[src/rtl/pd_pkg.sv]
package pd_pkg;
    // Default geometry: prescaler base modulus 2**PS_LOG2, main count width M_W
    localparam int DEF_PS_LOG2 = 3;
    localparam int DEF_M_W     = 11;

    // Ratio produced by a given main/swallow pair
    function automatic int unsigned div_ratio(input int unsigned m_cnt,
                                              input int unsigned a_cnt,
                                              input int unsigned ps_log2);
        return (m_cnt << ps_log2) + a_cnt;
    endfunction
endpackage

[src/rtl/pd_prescaler.sv]
module pd_prescaler #(
    parameter int PS_LOG2 = pd_pkg::DEF_PS_LOG2
) (
    input  logic clk,
    input  logic rst,
    input  logic hi_mod,   // next period uses base modulus + 1
    output logic tick      // last input cycle of a prescaler period
);
    localparam int NBASE = 1 << PS_LOG2;
    localparam int CW    = PS_LOG2 + 1;

    typedef struct packed {
        logic [CW-1:0] cnt;
    } pre_state_t;

    pre_state_t s_d, s_q;

    assign tick = (s_q.cnt == '0);

    always_comb begin
        s_d = s_q;
        if (tick) begin
            s_d.cnt = hi_mod ? CW'(NBASE) : CW'(NBASE - 1);
        end else begin
            s_d.cnt = s_q.cnt - CW'(1);
        end
    end

    always_ff @(posedge clk) begin
        if (rst) s_q <= '0;
        else     s_q <= s_d;
    end
endmodule

[src/rtl/pd_swallow.sv]
module pd_swallow #(
    parameter int PS_LOG2 = pd_pkg::DEF_PS_LOG2,
    parameter int M_W     = pd_pkg::DEF_M_W
) (
    input  logic               clk,
    input  logic               rst,
    input  logic               tick,
    input  logic [PS_LOG2-1:0] prog_a,
    input  logic [M_W-1:0]     prog_m,
    output logic               hi_mod,
    output logic               wrap     // division cycle ends on this edge
);
    typedef struct packed {
        logic [PS_LOG2-1:0] a;
        logic [M_W-1:0]     m;
    } sw_state_t;

    sw_state_t s_d, s_q;

    always_comb begin
        s_d  = s_q;
        wrap = tick && (s_q.m <= M_W'(1));
        if (tick) begin
            if (wrap) begin
                s_d.a = prog_a;
                s_d.m = prog_m;
            end else begin
                s_d.m = s_q.m - M_W'(1);
                s_d.a = (s_q.a != '0) ? s_q.a - PS_LOG2'(1) : '0;
            end
        end
        hi_mod = (s_d.a != '0);
    end

    always_ff @(posedge clk) begin
        if (rst) s_q <= '0;
        else     s_q <= s_d;
    end
endmodule

[src/rtl/pd_pulse.sv]
module pd_pulse #(
    parameter int PS_LOG2 = pd_pkg::DEF_PS_LOG2
) (
    input  logic clk,
    input  logic rst,
    input  logic wrap,
    output logic pulse
);
    localparam int NBASE = 1 << PS_LOG2;

    typedef struct packed {
        logic               run;
        logic               out;
        logic [PS_LOG2-1:0] left;
    } pw_state_t;

    pw_state_t s_d, s_q;

    assign pulse = s_q.out;

    always_comb begin
        s_d     = s_q;
        s_d.run = 1'b1;
        if (wrap && s_q.run) begin
            s_d.out  = 1'b1;
            s_d.left = PS_LOG2'(NBASE - 1);
        end else if (s_q.out) begin
            if (s_q.left == '0) s_d.out  = 1'b0;
            else                s_d.left = s_q.left - PS_LOG2'(1);
        end
    end

    always_ff @(posedge clk) begin
        if (rst) s_q <= '0;
        else     s_q <= s_d;
    end
endmodule

[src/rtl/pulse_swallow_div.sv]
module pulse_swallow_div #(
    parameter int PS_LOG2 = pd_pkg::DEF_PS_LOG2,
    parameter int M_W     = pd_pkg::DEF_M_W,
    localparam int PROG_W = M_W + PS_LOG2
) (
    input  logic              clk,
    input  logic              rst,
    input  logic [PROG_W-1:0] prog,
    output logic              div_out
);
    logic pre_tick;
    logic hi_mod;
    logic wrap;

    pd_prescaler #(.PS_LOG2(PS_LOG2)) u_pre (
        .clk    (clk),
        .rst    (rst),
        .hi_mod (hi_mod),
        .tick   (pre_tick)
    );

    pd_swallow #(.PS_LOG2(PS_LOG2), .M_W(M_W)) u_sw (
        .clk    (clk),
        .rst    (rst),
        .tick   (pre_tick),
        .prog_a (prog[PS_LOG2-1:0]),
        .prog_m (prog[PROG_W-1:PS_LOG2]),
        .hi_mod (hi_mod),
        .wrap   (wrap)
    );

    pd_pulse #(.PS_LOG2(PS_LOG2)) u_pw (
        .clk   (clk),
        .rst   (rst),
        .wrap  (wrap),
        .pulse (div_out)
    );
endmodule

[config.mk]
export PLATFORM = sky130hd
export DESIGN_NAME = pulse_swallow_div
export DESIGN_NICKNAME = d
export VERILOG_FILES = /design/src/rtl/pd_pkg.sv /design/src/rtl/pd_prescaler.sv /design/src/rtl/pd_swallow.sv /design/src/rtl/pd_pulse.sv /design/src/rtl/pulse_swallow_div.sv
export SDC_FILE = /design/constraint.sdc
export NUM_CORES = 1
export LEC_CHECK = 0
export BUFFER_PORTS_ARGS = -buffer_cell sky130_fd_sc_hd__buf_2
export CAP_MARGIN = 20
export CORE_MARGIN = 10
export CORE_UTILIZATION = 35
export DETAILED_ROUTE_END_ITERATION = 7
export PLACE_DENSITY = 0.52
export REMOVE_ABC_BUFFERS = 1
export SLEW_MARGIN = 20
export SYNTH_ARGS = -nofsm -noshare
export SYNTH_HDL_FRONTEND = slang
export SYNTH_SLANG_ARGS = --single-unit
[constraint.sdc]
create_clock -name clk -period 3.2 [get_ports clk]
set_clock_uncertainty 0.05 [all_clocks]
set_input_delay 0.64 -clock clk [delete_from_list [all_inputs] [get_ports clk]]
set_output_delay 0.64 -clock clk [all_outputs]
set_load 0.02 [all_outputs]
# Yosys cells after proc, flatten, opt, wreduce, memory -nomap -nowiden
# Cells that the tools add are included.
[classes]
addsub = 4
magnitude_cmp = 1
n_eq_ne = 1
n_mux = 10
n_reduce_logical = 8
[op_table]
columns = ["op", "count"]
rows = [
  ["$mux 14", 2],
  ["$mux 4", 4],
  ["$le 11x1->1 const B", 1],
  ["$sub 11x1->11 const B", 1],
  ["$mux 3", 2],
  ["$reduce_bool 3->1", 2],
  ["$sub 3x1->3 const B", 2],
  ["$mux 5", 1],
  ["$logic_not 4->1", 1],
  ["$sub 4x1->4 const B", 1],
  ["$logic_not 3->1", 1],
  ["$logic_and 1x1->1", 2],
  ["$ne 2x1->1 const B", 1],
  ["$reduce_and 2->1", 1],
  ["$reduce_bool 2->1", 1],
  ["$mux 1", 1],
]
[totals]
reg_bits = 23
wordCells = 30

# Longest topological paths before layout
# Gate-level depths: netlist (run 1).
[depth]
depth_word = 7
ltp_mapped = 8
mapped_depth_nobuf = 7

# By module
# Synthesis (run 1) repeated with hierarchy kept, for this count alone.
[unflattened]
cells_unflattened = 158
area_unflattened_um2 = 1361.3
[modules_own_cells]
columns = ["mod", "n_inst", "cells_per_inst", "area_each_um2"]
rows = [
  ["pd_swallow", 1, 113, 945.9],
  ["pd_pulse", 1, 23, 230.2],
  ["pd_prescaler", 1, 22, 185.2],
]

# Least setup slack after synthesis (run 1)
# OpenSTA, ideal clock, no wires.
[synth_path]
path_type = "reg2reg"
startpoint = "register u_pre.s_q[0] in the netlist's numbering"
endpoint = "register u_sw.s_q[5] in the netlist's numbering"
setup_time_ns = 0.114
t_arrival_ns = 1.814
required_ns = 3.036
path_slack_ns = 1.222
stages_incl_launch_ff = 8
period_less_slack_ns = 1.978
path_cell_list = "dfxtp_1 > inv_1 > ha_1 > nor3b_2 > nand3_1 > nor2_1 > mux2_1 > a21o_1"
[synth_between]
elab_chain_cells = 3
[synth_rtl]
columns = ["item", "line", "text"]
rows = [
  ["from (decl)", "pd_prescaler.sv:16", "pre_state_t s_d, s_q;"],
  ["from (signal assigned)", "pd_prescaler.sv:30", "if (rst) s_q <= '0;"],
  ["from (signal assigned)", "pd_prescaler.sv:31", "else s_q <= s_d;"],
  ["$logic_not 4->1 *", "pd_prescaler.sv:18", "assign tick = (s_q.cnt == '0);"],
  ["$logic_and 1x1->1", "pd_swallow.sv:22", "wrap = tick && (s_q.m <= M_W'(1));"],
  ["$mux 14", "pd_swallow.sv:24", "if (wrap) begin"],
  ["to (signal assigned)", "pd_swallow.sv:36", "if (rst) s_q <= '0;"],
  ["to (signal assigned)", "pd_swallow.sv:37", "else s_q <= s_d;"],
  ["to (decl)", "pd_swallow.sv:18", "sw_state_t s_d, s_q;"],
]
# Every way passes the cells marked *; elsewhere a longest branch is shown, timed or not.
# A chain may end at the register's enable or synchronous reset.

# Worst setup path after layout (run 1)
# Same ends and word-level chain as after synthesis.

==> results of run 1 <==
[sequential cells by signal, indices dropped and copies added (netlist names)]
signal / cells
u_pre.s_q: 4
u_pw.s_q: 4
u_sw.s_q: 14
u_pw.pulse: 1
[worst max path at each step]
stage / to / startpoint / slack [ns]
6_report: u_sw.s_q[5] / u_pre.s_q[0] / 0.93
5_1_grt: u_sw.s_q[5] / u_pre.s_q[0] / 0.77
4_1_cts: u_sw.s_q[5] / u_pre.s_q[0] / 0.94
3_5_place_dp: u_sw.s_q[5] / u_pre.s_q[0] / 0.95
3_3_place_gp: u_pre.s_q[2] / u_sw.s_q[1] / 1.05
2_1_floorplan: u_sw.s_q[5] / u_pre.s_q[0] / 0.93
[routing by layer]
| layer | vias to the layer above | global-route usage | wire length [um] |
|---|---|---|---|
| met3 | 2 | 0.0197 | 145 |
| met4 | 0 | 0.0306 | 17 |
| met5 | - | 0 | 0 |
| met1 | 556 | 0.138 | 1510 |
| met2 | 23 | 0.138 | 1400 |
| li1 | 626 | - | - |
[layout make-up]
class | instances | share of cell area
Sequential cell | 23 | 0.303
Clock buffer | 4 | 0.0297
Timing Repair Buffer | 18 | 0.0627
Inverter | 12 | 0.0297
Tap cell | 48 | 0.0396
Multi-Input combinational cell | 122 | 0.535
[logic make-up after synthesis]
group | after synthesis | synth area share
buffers and inverters | 17 | 0.0478
muxes | 6 | 0.0468
AOI/OAI and AO/OA | 46 | 0.223
adders and majority gates | 8 | 0.0749
and+or+nand+nor | 61 | 0.257
DFF | 23 | 0.345
xor gates and xnor gates | 1 | 0.00656
[synthesized netlist by cell type (2+ instances only)]
| master | count |
|---|---|
| or3_1 | 3 |
| nand4_1 | 5 |
| nand2_1 | 14 |
| inv_1 | 12 |
| a21oi_1 | 14 |
| nor2b_1 | 3 |
| a211oi_1 | 2 |
| a31oi_1 | 3 |
| dfxtp_1 | 23 |
| nor3_1 | 4 |
| clkbuf_1 | 5 |
| o21ai_0 | 8 |
| nand3_1 | 4 |
| nor2_1 | 11 |
| nand2b_1 | 2 |
| or4_1 | 3 |
| and3_1 | 2 |
| nand4b_1 | 2 |
| ha_1 | 8 |
| mux2i_1 | 4 |
| o211ai_1 | 3 |
| nor3_2 | 2 |
[stage by stage]
stage | instances | worst slack, ns
after detailed placement | 223 | 0.948
after CTS | 227 | 0.939
final | 227 | 0.931
after global routing | 227 | 0.770
after floorplan | 157 | 0.933
after global placement | 223 | 1.05
[worst max-delay path, cell delays in order (launching register included)]
cell	delay [ns]
dfxtp_1	0.33
inv_1	0.10
ha_1	0.21
nor3b_2	0.17
buf_4	0.23
nand3_1	0.12
nor2_1	0.43
mux2_1	0.36
a21o_1	0.17
[power by group through the flow]
stage	sequential (uW)	clock [uW]	combinational [uW]
detailed placement	525	0	988
CTS	517	187	996
global route	540	198	1130
finish	519	181	986
global placement	518	0	973
floorplan	499	0	766
[cells in the final DEF, fill, tap and decap left out, drive strengths merged, types with 2 or more instances in the layout]
cell type   n
nand2b      2
nor2b       3
nand2      14
a21oi      14
mux2i       4
dfxtp      23
or4         3
o211ai      3
mux2        2
and3        2
a211oi      3
o21ai       9
nand4b      2
or3         3
ha          8
clkbuf      4
a31o        2
nor2       11
buf        18
nand3       4
nand4       5
inv        12
a31oi       3
nor3        7
==> results.toml, run 1 <==
[die]
die_area_um2 = 6690
die_h_um = 81.8
fp.dieW_um = 81.8
start_util = 0.362
io_pins = 17
rows = 22
fp.coreArea_um2 = 3690

[global_route]
grt_start_max_net_pins = 22
antenna_found_initial = 0
grt_pass1_wl_mm = 5.20
gr-total-overflow = 0
grt_pass1_vias = 1140
track_usage = 0.0957

[sta]
fin_crit_sh = 0.709
rsz0062_at_grt = "no"
fin_crit_ns = 2.27
relSlewSlack = 0.665
hold_ws_ns = 0.427
slew_violations = 0
finalSetupTns_ns = 0
worst_pin_slew_ns = 0.501
setup_violations = 0
fmax_ghz = 0.441
hold_violations = 0

[clock_tree]
clock-sinks = 23
post_cts_resized = 0
clkSlewWorstSetupHoldPaths_ns = 0.09
cts_buffers = 3
insertion_delay_ns = 0.26
cts_buffer_depth = 2
post-cts-setup-buffer-count = 0
cts_max_level = 1
cts-root-buf = "clkbuf_8"
cts_tree = "built"
postCtsHoldBufs = 0

[worst_setup_path]
r2r_slack_ns = 0.93
startpoint_type = "flip-flop"
end_kind = "flip-flop"
reg2reg_depth = 8
crit_fanout = 17
critical_path_class = "reg -> reg"
cp.arrival_ns = 2.39
r2r_start = "u_pre.s_q[0]"
reg2reg_to = "u_sw.s_q[5]"
required_ns = 3.32

[flow_run]
drv_cap = 0

[synthesis]
yosysTopAreaCell = "dfxtp_1"
yosysSeqAreaShare = 0.345
syn-instance-count = 162
synth_top_cell_area_share = 0.345
synth_edf_count = 0
avgSynthCellArea_um2 = 8.25
synth-seq-cells = 23
synthArstFlopShare = 0
synthesis.area_um2 = 1340
ys_types = 47
yosysWarningCount = 0
netlist_top_cells_area = "dfxtp_1 (34%), ha_1 (7.5%), a21oi_1 (5.2%), nand2_1 (3.9%), inv_1 (3.4%)"
synthFlopType = "dfxtp_1"

[cells_and_area]
nFillCells = 383
drive_gt1_frac = 0.156
multi_input_area_um2 = 812
nets = 204
final_area_um2 = 1520
seq_area_um2 = 460
final_core_util = 0.411
antenna_cells = 0
syn_to_final_growth_pct = 13.6

[power_and_ir_drop]
power_frac_comb = 0.585
switchingPower_uw = 770
p_total_uw = 1690
leakage_uw = 0.000628
ir_worst_vdd_mv = 0.357
swShare = 0.457
power_density_nw_per_um2 = 1110
p_int_uw = 916
pwr-share-seq = 0.308
pwr-share-clk = 0.107

[detailed_routing]
detail-route-antenna-nets = 0
drc = 0
routedWlPerCell_um = 13.5
avgViaCountPerCell = 5.32
drtIter0Drc = 38
num_vias = 1207
firstDrtPassIters = 5
drt_wl_total_mm = 3.07

[placed_design]
place_area_um2 = 1470
io_buffers = 16
gp_congestion = 0.744
dp_hpwl_mm = 2.30

[min_path]
min_from = "u_pre.s_q[0]"
hold_path.class = "reg -> reg"
min_to = "u_pre.s_q[0]"
whs_path_depth = 1

[status]
status = "finished clean"
(Power assumes the default switching activity.)
==> run 2: changes to the inputs <==
Settings changed: ABC_AREA set to 1, PLACE_DENSITY 0.52 to 0.54.
Clock period 3.2 ns to 1.9 ns, I/O delays scaled along.
==> run 2 against run 1 <==
Compared with the run above:
- non-clock buffer count grew 4
- area after synthesis up 4.0%
- total power is 88% higher
- critical path type unchanged
- sequential power rose by 55%
- setup slack worse by 0.75 ns
- die area up 3.0%
- flip-flop and latch count did not move
- count of clock-buffer cells in the layout unchanged
- routed wire length shrank 1.6%
- design area grew 5.7%
- combinational power is 110% higher
- largest cell class unchanged
==> results.toml, run 2 <==
[cells_and_area]
max_flop_register = "u_sw.s_q"
final_area_um2 = 1600
largestRegisters = "u_sw.s_q x14, u_pre.s_q x4, u_pw.s_q x4"
syn_to_final_growth_pct = 15.4
largest_reg_flops = 14
final_common_cell = "nand2_1"
final_core_util = 0.428
nets = 240
antenna_cells = 0
drive_gt1_frac = 0.205
layout_common_cells = "nand2_1 (40), dfxtp_1 (23), nor2_1 (22)"
nFillCells = 407

[detailed_routing]
drt_wl_total_mm = 3.02
drtIter0Drc = 69
drc = 0
highest_layer = "met4"
firstDrtPassIters = 4
dr_wl_met2_mm = 1.33
routed-wl-met3_um = 191
wl_met1_mm = 1.49
detail-route-antenna-nets = 0
routedWlPerCell_um = 11.5
avgViaCountPerCell = 4.75
num_vias = 1249

[global_route]
grt_start_max_net_pins = 20
antenna_found_initial = 0
grt_pass1_vias = 1203
gr-total-overflow = 0
grt_pass1_wl_mm = 5.19
track_usage = 0.0856

[sta]
fin_crit_sh = 0.904
setup_violations = 0
relSlewSlack = 0.838
hold_violations = 0
slew_violations = 0
fin_crit_ns = 1.72
worst_pin_slew_ns = 0.242
fmax_ghz = 0.582

[die]
start_util = 0.371
fp.dieW_um = 83.0
die_area_um2 = 6890
io_pins = 17
fp.coreArea_um2 = 3740
die_h_um = 83.0
rows = 22

[worst_setup_path]
end_kind = "flip-flop"
critical_path_class = "reg -> reg"
cpPeakStageDelay_ns = 0.37
startpoint_type = "flip-flop"
cpMostUsedCell = "inv_1"
cp.arrival_ns = 1.82
slowest_stage = "dfxtp_1"
worst-path-buf-inv = 3
cp_cell_sequence = "inv_1 > ha_2 > inv_1 > nor2_1 > inv_1 > nor2_2 > nand3_2 > o21ai_1 > nand3_1 > nand3_1 > a21oi_1"
crit_family = "simple AND/OR/NAND/NOR gates"
crit_fanout = 6
required_ns = 2.00

[clock_tree]
clkSlewWorstSetupHoldPaths_ns = 0.08
insertion_delay_ns = 0.26
cts_max_level = 1
postCtsHoldBufs = 0
clock-sinks = 23
cts_tree = "built"
cts-root-buf = "clkbuf_8"
cts_buffers = 3
cts_buffer_depth = 2

[synthesis]
yosysSeqAreaShare = 0.331
synth_edf_count = 0
syn-instance-count = 195
yosysTopAreaCell = "dfxtp_1"
synthesis.area_um2 = 1390
synthArstFlopShare = 0
ys_types = 35
netlist_top_cells_area = "dfxtp_1 (33%), nand2_1 (11%), ha_1 (7.2%), a21oi_1 (6.5%), nor2_1 (6.2%)"
synthFlopType = "dfxtp_1"
avgSynthCellArea_um2 = 7.13
synth.most_common_cell = "nand2_1"
yosysWarningCount = 0
synth-seq-cells = 23
synth_top_cell_area_share = 0.331
synth_commonest_cells = "nand2_1 (40), dfxtp_1 (23), nor2_1 (23), inv_1 (20), a21oi_1 (18)"

[flow_run]
drv_cap = 0

[status]
status = "finished clean"

[power_and_ir_drop]
leakage_uw = 0.000740
power_density_nw_per_um2 = 1980
ir_worst_vdd_mv = 0.932

[placed_design]
io_buffers = 16
dp_hpwl_mm = 2.32
place_area_um2 = 1550
gp_congestion = 0.812

[min_path]
hold_path.class = "in -> reg"
[run 2: changes by cell type after synthesis, sizes merged, moves of 4 or more]
cell	change
nand2	+29
nand3	+8
nor2	+18
o21ai	+4
nor3	-6
inv	+10
mux2i	-4
nand4	-4
a21oi	+5
[run 2: final timing paths]
check / start / endpoint / slack [ns] / cells after the start
worst max register to register: u_sw.s_q[0] / u_sw.s_q[10] / 0.18 / 11
worst min register to register: u_sw.s_q[9] / u_sw.s_q[9] / 0.43 / 2
worst min-delay path: rst / u_pw.s_q[4] / 0.31 / 2
worst max-delay path: u_sw.s_q[0] / u_sw.s_q[10] / 0.18 / 11
[run 2: metal layers]
metal / track usage / up-vias
met5: 0 / -
met4: 0.0154 / 0
met3: 0.0361 / 2
met2: 0.133 / 27
met1: 0.108 / 541
li1: - / 679
[run 2: timing repair]
item	CTS	global route
endpoints found under the setup margin	0	2
buffers inserted	0	0
gates resized for setup	0	4
[run 2: layout make-up]
class	count	area [um2]	share of cell area
Clock buffer	4	45.0	0.0281
Multi-Input combinational cell	144	816	0.509
Inverter	22	85.1	0.0530
Tap cell	48	60.1	0.0374
Timing Repair Buffer	22	138	0.0858
Sequential cell	23	460	0.287
[run 2: per-stage QoR]
| step | setup TNS [ns] | total power [uW] | cells | hold WS, ns | setup WS [ns] |
|---|---|---|---|---|---|
| final | 0 | 3170 | 263 | 0.312 | 0.182 |
| after global routing | -0.00653 | 3520 | 263 | 0.312 | -0.00653 |
| after CTS | 0 | 3170 | 263 | 0.313 | 0.0779 |
| after detailed placement | 0 | 2850 | 259 | 0.424 | 0.0969 |
| after global placement | 0 | 2870 | 259 | 0.425 | 0.120 |
| after floorplan | -1.15 | 2350 | 189 | 0.392 | -0.232 |
[run 2: worst reg2reg max path, delay by kind of cell, from the launching register on]
family	cells	cell delay (ns)
and+or+nand+nor	5	0.52
DFF	1	0.37
AOI/OAI and AO/OA	2	0.19
buffers and inverters	3	0.27
adders and majority gates	1	0.21
[run 2: cell families after synthesis]
| group | count (synthesis) | share of synthesized area |
|---|---|---|
| AND/OR/NAND/NOR | 90 | 0.302 |
| AO/OA/AOI/OAI | 44 | 0.193 |
| buffers and inverters | 28 | 0.0891 |
| flip-flops | 23 | 0.331 |
| adder cells (fa/ha/maj) | 8 | 0.0720 |
| XOR/XNOR | 2 | 0.0126 |
[run 2: report_power, final]
group	total (uW)	internal [uW]	switching, uW
Clock	297	149	148
Sequential	806	662	143
Combinational	2070	810	1260
